## src/rtl/xc_pkg.sv

```systemverilog
package xc_pkg;
  localparam int VMID_W = 16;

  localparam logic [1:0] INV_NONE  = 2'd0;
  localparam logic [1:0] INV_ALL   = 2'd1;
  localparam logic [1:0] INV_VM    = 2'd2;
  localparam logic [1:0] INV_VM_AS = 2'd3;

  // Identifier as seen by compares and storage under the active width mode
  function automatic logic [VMID_W-1:0] vmid_eff(input logic [VMID_W-1:0] v, input logic wide);
    return wide ? v : {8'h00, v[7:0]};
  endfunction

  // Privilege levels 2 and 3 run without the second translation stage
  function automatic logic priv_is_host(input logic [1:0] p);
    return p[1];
  endfunction
endpackage

```

## src/rtl/xc_rr_ptr.sv

```systemverilog
module xc_rr_ptr #(
  parameter int N = 8,
  localparam int PW = (N > 1) ? $clog2(N) : 1
) (
  input  logic          clk,
  input  logic          rst_n,
  input  logic          step,
  output logic [PW-1:0] ptr
);
  always_ff @(posedge clk or negedge rst_n) begin
    if (!rst_n)       ptr <= '0;
    else if (step)    ptr <= (ptr == PW'(N-1)) ? '0 : ptr + PW'(1);
  end


  ptr_step_chk: assert property (@(posedge clk) disable iff (!rst_n)
    step |=> ptr == (($past(ptr) == PW'(N-1)) ? '0 : $past(ptr) + PW'(1)));

  ptr_hold_chk: assert property (@(posedge clk) disable iff (!rst_n)
    !step |=> $stable(ptr));
endmodule

```

## src/rtl/xc_entry_cmp.sv

```systemverilog
module xc_entry_cmp import xc_pkg::*; #(
  parameter int VPN_W  = 20,
  parameter int ASID_W = 16
) (
  input  logic              e_valid,
  input  logic              e_host,
  input  logic              e_global,
  input  logic [VPN_W-1:0]  e_vpn,
  input  logic [ASID_W-1:0] e_asid,
  input  logic [VMID_W-1:0] e_vmid,
  input  logic              q_host,
  input  logic [VPN_W-1:0]  q_vpn,
  input  logic [ASID_W-1:0] q_asid,
  input  logic [VMID_W-1:0] q_vmid,
  input  logic              f_host,
  input  logic              f_global,
  input  logic [VPN_W-1:0]  f_vpn,
  input  logic [ASID_W-1:0] f_asid,
  input  logic [VMID_W-1:0] f_vmid,
  input  logic [1:0]        i_op,
  input  logic [VMID_W-1:0] i_vmid,
  input  logic [ASID_W-1:0] i_asid,
  output logic              lk_match,
  output logic              fill_same,
  output logic              inv_drop
);
  logic guest_vm_eq;
  assign guest_vm_eq = !e_host && (e_vmid == q_vmid);

  assign lk_match = e_valid && (e_vpn == q_vpn) &&
                    (q_host ? e_host : (guest_vm_eq && (e_global || e_asid == q_asid)));

  assign fill_same = e_valid && (e_host == f_host) && (e_vpn == f_vpn) &&
                     (e_vmid == f_vmid) && (e_asid == f_asid) && (e_global == f_global);

  always_comb begin
    unique case (i_op)
      INV_ALL:   inv_drop = e_valid;
      INV_VM:    inv_drop = e_valid && !e_host && (e_vmid == i_vmid);
      INV_VM_AS: inv_drop = e_valid && !e_host && !e_global &&
                            (e_vmid == i_vmid) && (e_asid == i_asid);
      default:   inv_drop = 1'b0;
    endcase
  end
endmodule

```

## src/rtl/tagged_xlate_cache.sv

```systemverilog
module tagged_xlate_cache import xc_pkg::*; #(
  parameter int ENTRIES   = 8,
  parameter int VPN_W     = 20,
  parameter int PPN_W     = 24,
  parameter int ASID_W    = 16,
  parameter int ATTR_W    = 4,
  parameter bit VMID16_EN = 1'b1
) (
  input  logic              clk,
  input  logic              rst_n,
  input  logic              vmid_wide,
  input  logic              lk_valid,
  input  logic [VPN_W-1:0]  lk_vpn,
  input  logic [ASID_W-1:0] lk_asid,
  input  logic [15:0]       lk_vmid,
  input  logic [1:0]        lk_priv,
  input  logic              fill_valid,
  input  logic              fill_host,
  input  logic              fill_global,
  input  logic [VPN_W-1:0]  fill_vpn,
  input  logic [ASID_W-1:0] fill_asid,
  input  logic [15:0]       fill_vmid,
  input  logic [PPN_W-1:0]  fill_ppn,
  input  logic [ATTR_W-1:0] fill_attr,
  input  logic [1:0]        inv_op,
  input  logic [15:0]       inv_vmid,
  input  logic [ASID_W-1:0] inv_asid,
  output logic              hit_o,
  output logic [PPN_W-1:0]  ppn_o,
  output logic [ATTR_W-1:0] attr_o
);
  localparam int PW = (ENTRIES > 1) ? $clog2(ENTRIES) : 1;

  logic wide_eff;
  assign wide_eff = VMID16_EN ? vmid_wide : 1'b0;

  // Entry storage
  logic [ENTRIES-1:0] valid_q, host_q, glob_q;
  logic [VPN_W-1:0]   vpn_q  [ENTRIES];
  logic [ASID_W-1:0]  asid_q [ENTRIES];
  logic [VMID_W-1:0]  vmid_q [ENTRIES];
  logic [PPN_W-1:0]   ppn_q  [ENTRIES];
  logic [ATTR_W-1:0]  attr_q [ENTRIES];

  // Normalised request fields
  logic              q_host, f_glob_n;
  logic [VMID_W-1:0] q_vmid, f_vmid_n, i_vmid;
  logic [ASID_W-1:0] f_asid_n;
  assign q_host   = priv_is_host(lk_priv);
  assign q_vmid   = vmid_eff(lk_vmid, wide_eff);
  assign i_vmid   = vmid_eff(inv_vmid, wide_eff);
  assign f_vmid_n = fill_host ? '0 : vmid_eff(fill_vmid, wide_eff);
  assign f_asid_n = fill_host ? '0 : fill_asid;
  assign f_glob_n = fill_host ? 1'b0 : fill_global;

  // Named per-entry events
  logic [ENTRIES-1:0] lk_match, fill_same, inv_drop;

  for (genvar g = 0; g < ENTRIES; g++) begin : g_ent
    xc_entry_cmp #(.VPN_W(VPN_W), .ASID_W(ASID_W)) u_cmp (
      .e_valid(valid_q[g]), .e_host(host_q[g]), .e_global(glob_q[g]),
      .e_vpn(vpn_q[g]), .e_asid(asid_q[g]), .e_vmid(vmid_q[g]),
      .q_host(q_host), .q_vpn(lk_vpn), .q_asid(lk_asid), .q_vmid(q_vmid),
      .f_host(fill_host), .f_global(f_glob_n), .f_vpn(fill_vpn),
      .f_asid(f_asid_n), .f_vmid(f_vmid_n),
      .i_op(inv_op), .i_vmid(i_vmid), .i_asid(inv_asid),
      .lk_match(lk_match[g]), .fill_same(fill_same[g]), .inv_drop(inv_drop[g])
    );
  end

  // Lowest-index selection for lookups and in-place fills
  logic [PW-1:0] lk_idx, dup_idx, wr_idx, rr_ptr;
  always_comb begin
    lk_idx  = '0;
    dup_idx = '0;
    for (int i = ENTRIES-1; i >= 0; i--) begin
      if (lk_match[i])  lk_idx  = PW'(i);
      if (fill_same[i]) dup_idx = PW'(i);
    end
  end

  logic alloc_evt, dup_evt, lk_hit_now;
  assign dup_evt    = fill_valid && (|fill_same);
  assign alloc_evt  = fill_valid && !(|fill_same);
  assign wr_idx     = dup_evt ? dup_idx : rr_ptr;
  assign lk_hit_now = lk_valid && (|lk_match);

  xc_rr_ptr #(.N(ENTRIES)) u_rr (
    .clk(clk), .rst_n(rst_n), .step(alloc_evt), .ptr(rr_ptr)
  );

  always_ff @(posedge clk or negedge rst_n) begin
    if (!rst_n) begin
      valid_q <= '0;
    end else begin
      for (int i = 0; i < ENTRIES; i++) begin
        if (fill_valid && wr_idx == PW'(i)) valid_q[i] <= 1'b1;
        else if (inv_drop[i])               valid_q[i] <= 1'b0;
      end
    end
  end

  always_ff @(posedge clk) begin
    for (int i = 0; i < ENTRIES; i++) begin
      if (fill_valid && wr_idx == PW'(i)) begin
        host_q[i] <= fill_host;
        glob_q[i] <= f_glob_n;
        vpn_q[i]  <= fill_vpn;
        asid_q[i] <= f_asid_n;
        vmid_q[i] <= f_vmid_n;
        ppn_q[i]  <= fill_ppn;
        attr_q[i] <= fill_attr;
      end
    end
  end

  always_ff @(posedge clk or negedge rst_n) begin
    if (!rst_n) begin
      hit_o  <= 1'b0;
      ppn_o  <= '0;
      attr_o <= '0;
    end else begin
      hit_o  <= lk_hit_now;
      ppn_o  <= lk_hit_now ? ppn_q[lk_idx]  : '0;
      attr_o <= lk_hit_now ? attr_q[lk_idx] : '0;
    end
  end


  no_lookup_no_hit_chk: assert property (@(posedge clk) disable iff (!rst_n)
    !lk_valid |=> !hit_o);

  inv_all_clear_chk: assert property (@(posedge clk) disable iff (!rst_n)
    (inv_op == INV_ALL && !fill_valid) |=> valid_q == '0);

  dup_keeps_count_chk: assert property (@(posedge clk) disable iff (!rst_n)
    (dup_evt && inv_op == INV_NONE) |=> $countones(valid_q) == $countones($past(valid_q)));

  narrow_fill_upper_zero_chk: assert property (@(posedge clk) disable iff (!rst_n)
    (fill_valid && !wide_eff) |=> vmid_q[$past(wr_idx)][15:8] == 8'h00);

  host_hit_only_host_chk: assert property (@(posedge clk) disable iff (!rst_n)
    (lk_valid && q_host) |-> ((lk_match & ~host_q) == '0));
endmodule

```

## config.mk

```make
export PLATFORM = sky130hd
export DESIGN_NAME = tagged_xlate_cache
export DESIGN_NICKNAME = d
export VERILOG_FILES = /design/src/rtl/xc_pkg.sv /design/src/rtl/xc_rr_ptr.sv /design/src/rtl/xc_entry_cmp.sv /design/src/rtl/tagged_xlate_cache.sv
export SDC_FILE = /design/constraint.sdc
export NUM_CORES = 2
export LEC_CHECK = 0
export ABC_AREA = 1
export BUFFER_PORTS_ARGS = -buffer_cell sky130_fd_sc_hd__buf_4
export CORE_ASPECT_RATIO = 0.6
export CORE_MARGIN = 2
export CORE_UTILIZATION = 53
export DETAILED_ROUTE_END_ITERATION = 8
export HOLD_SLACK_MARGIN = 0.08
export MAX_ROUTING_LAYER = met4
export PLACE_DENSITY = 0.73
export SLEW_MARGIN = 20
export SYNTH_ARGS = -nofsm -noshare
export SYNTH_HDL_FRONTEND = slang
export SYNTH_SLANG_ARGS = --single-unit
```

## constraint.sdc

```tcl
create_clock -name clk -period 4.65 [get_ports clk]
set_clock_uncertainty 0.2 [all_clocks]
set_input_delay 0.93 -clock clk [delete_from_list [all_inputs] [get_ports clk]]
set_output_delay 0.93 -clock clk [all_outputs]
set_load 0.01 [all_outputs]
```

==> key figures <==
Status
  – Status: finished with violations
  – Failing checks: setup timing

Drt
  – Detailed Route WL: 203.6 mm
  – DRT Pass-1 Iters: 8
  – Detail-routed net length per standard cell: 34.28 um
  – DRT iter0 DRCs: 8440
  – Via density: 6.654
  – Final ANT Viol Nets: 0
  – Via count: 39510
  – DRC: 0

Clocking
  – Max Buffers Root-to-Sink: 3
  – Clk slew on worst S/H paths: 0.07 ns
  – Setup bufs post-CTS: 0
  – CTS Buf Count: 69
  – Clock latency on the worst-skew pair: 0.69 ns
  – Post-CTS resize count: 0
  – Clock root cell: clkbuf_16
  – Number of clock sinks: 696
  – CTS tree: done
  – H-Tree Depth: 3

Setup path
  – Reg2reg start: valid_q[4]$_DFFE_PN0P_
  – Family with the most delay on the worst path: simple AND/OR/NAND/NOR gates
  – Max stage delay on crit path: 0.57 ns
  – Worst path slowest cell: nor3_1
  – Worst EP required: 4.78 ns
  – Worst path arrival time: 4.86 ns
  – Worst setup path class: in2reg
  – RR Endpoint: ppn_q[0][8]$_DFFE_PP_
  – Flop-to-flop setup slack: 0.25 ns
  – Crit path max fanout: 41
  – Worst-path cell chain: buf_4, inv_8, buf_4, nand2_4, buf_4, xnor2_1, nor3_1, buf_4, nand2_1, nor2_1, nand3_1, nor2_2, nor2_1, nand2_2, nand2_2, nand3_1, nand2_2, inv_2, nand4_1, clkinvlp_4, buf_12
  – Reg2Reg Depth: 16
  – Crit path top cell by count: buf_4
  – Buf+Inv Stages, Crit Path: 8
  – Worst setup SP type: primary input
  – Worst Setup End Kind: flop

Synth
  – Largest family of logic cells by synthesized area: simple AND/OR/NAND/NOR gates
  – Dominant synthesized flop cell: edfxtp_1
  – Post-synth EDFFs: 656
  – Synth Cell Area: 39580 um^2
  – Syn nets: 4507
  – Post-synthesis mux area share: 0.05690%
  – Post-synthesis sequential area ratio: 52.30%
  – Largest cells by area after synthesis: edfxtp_1 50%, nand2_1 8.4%, inv_1 5.3%
  – Yosys synthesis warning count: 0
  – Area share of the largest cell type after synthesis: 49.77%
  – Post-Synth Simple-Gate Area: 21.68%
  – Synth Area in Compound Gates: 8.955%
  – Top-count cell post-synth: nand2_1
  – FF+latch count, synth: 696
  – Post-Syn Instances: 4330
  – Commonest cells in the netlist: 889 x nand2_1, 656 x edfxtp_1, 563 x inv_1
  – Mapped Avg Cell Area: 9.141 um^2
  – Synth area leader: edfxtp_1
  – Synth Area in XOR/XNOR: 9.072%
  – Ys async rst share: 5.747%
  – Synth Area in Adders: 0.06322%
  – Distinct cells, synth: 60

Pwr
  – Switching Share: 34.67%
  – PwrDens: 388.6 nW/um^2
  – P_sw: 6447 uW
  – Internal cell power: 12150 uW
  – Combinational Power Share: 23.5%
  – Total power: 18590 uW
  – Static Leak: 0.02008 uW
  – Peak VDD IR: 0.0003347 V
  – Sequential power share: 45.9%
  – Clock Power Share: 30.7%

Die
  – Initial core utilization: 53.64%
  – Core area: 73800 um^2
  – Die area: 76960 um^2
  – Rows: 77
  – Die W: 356.8 um
  – IO Count: 204
  – Die height: 215.7 um

STA
  – Final period util: 101.8%
  – Setup Viol. Count Final: 94
  – Tmin final: 4.733 ns
  – Worst setup margin: -0.08280 ns
  – Worst hold margin: 0.2757 ns
  – Max-slew headroom: 21.22%
  – Final Hold Fails: 0
  – Setup TNS: -3.417 ns
  – Max Transition Viols Final: 0
  – Fmax: 211.3 MHz
  – Worst-Margin Slew: 1.171 ns
  – RSZ-0062 raised after global routing: no

Min path
  – Hold Crit Start: fill_ppn[23]
  – Worst min path class: in2reg
  – Worst Hold End: ppn_q[7][23]$_DFFE_PP_
  – Hold Crit Depth: 1

Place
  – GP Congestion: 1.227
  – DP Worst Slack: -0.3107 ns
  – Number of buffer cells added on primary ports: 202
  – Detailed placer's ending HPWL: 156.5 mm
  – Placed Area: 45640 um^2

Global routing
  – Vias in the first global route: 35630
  – Remaining Overflow, GRT: 0
  – First-pass GRT wire length: 274.4 mm
  – Pin count of the biggest net entering global routing: 81
  – GRT Total Usage: 53.43%
  – Initial antenna violation count: 10

Cells and area
  – Final net count: 5057
  – Layout cells sized above 1: 17.22%
  – Final instance area: 47850 um^2
  – Synthesis-to-layout area growth: 20.88%

Run
  – Max Cap Viol: 0
==> power groups by stage <==
| stage | combinational (uW) | clock [uW] | sequential [uW] |
|---|---|---|---|
| floorplan | 1930 | 0 | 8220 |
| global placement | 3970 | 0 | 8530 |
| detailed placement | 4020 | 0 | 8540 |
| CTS | 4050 | 5640 | 8420 |
| global route | 4410 | 5890 | 8520 |
| finish | 4360 | 5700 | 8530 |
==> how the worst max path moves through the flow <==
stage	depth (start not counted)	slack (ns)	startpoint	end
floorplan	19	0.0003	vmid_wide	asid_q[1][0]$_DFFE_PP_
global placement	21	-0.20	fill_host	vpn_q[0][0]$_DFFE_PP_
detailed placement	21	-0.31	fill_host	vpn_q[0][0]$_DFFE_PP_
CTS	21	0.37	fill_host	ppn_q[0][8]$_DFFE_PP_
global route	21	0.01	fill_host	ppn_q[0][8]$_DFFE_PP_
finish	21	-0.08	fill_host	ppn_q[0][8]$_DFFE_PP_
==> per-layer routing <==
layer  global-route usage (%)  wire length, um
met1                    71.33            76580
met2                    62.58            72680
met3                    37.78            46360
met4                    14.82             7936
met5                        -                0
==> layout make-up <==
class	count	area, um^2
clock buffers	89	1822
repair buffers	630	5558
diodes	15	37.54
fillers	6029	25950
multi-input cells	2881	15850
well taps	987	1235
flip-flops and latches	696	20700
inverters	602	2306
clock inverters	38	339.1
==> cells in the final DEF, fill, tap and decap left out, drive strengths merged, types with 67 or more instances in the layout <==
master    n
nand2   933
edfxtp  656
buf     629
inv     579
nor2    471
nand3   253
xor2    237
o22ai   234
xnor2   173
o21ai    96
nand4    94
clkbuf   89
nor3     67
==> cells by family after synthesis <==
kind of cell               after synthesis
DFF                                    696
and+or+nand+nor                       1924
adders and majority gates                2
xor gates and xnor gates               410
muxes                                    2
buffers and inverters                  753
AOI/OAI and AO/OA                      543
==> timing repair <==
item / in CTS / in global routing
endpoints found under the hold margin: 11 / 0
hold buffers: 1 / 0
setup endpoints to repair: 0 / 0
==> per-stage QoR <==
stage	utilization, %	std cells
6_report	64.84	5938
5_1_grt	64.82	5934
4_1_cts	64.78	5923
3_5_place_dp	61.84	5795
3_3_place_gp	61.84	5795
2_1_floorplan	-	4330
==> registers in the layout, summed over array words and instances, names as in the netlist, 3 cells and up <==
name,count
host_q,8
asid_q,128
ppn_o,24
glob_q,8
valid_q,8
attr_q,32
ppn_q,192
attr_o,4
vpn_q,160
vmid_q,128
u_rr.ptr,3
Power figures use the tool's default switching activity.
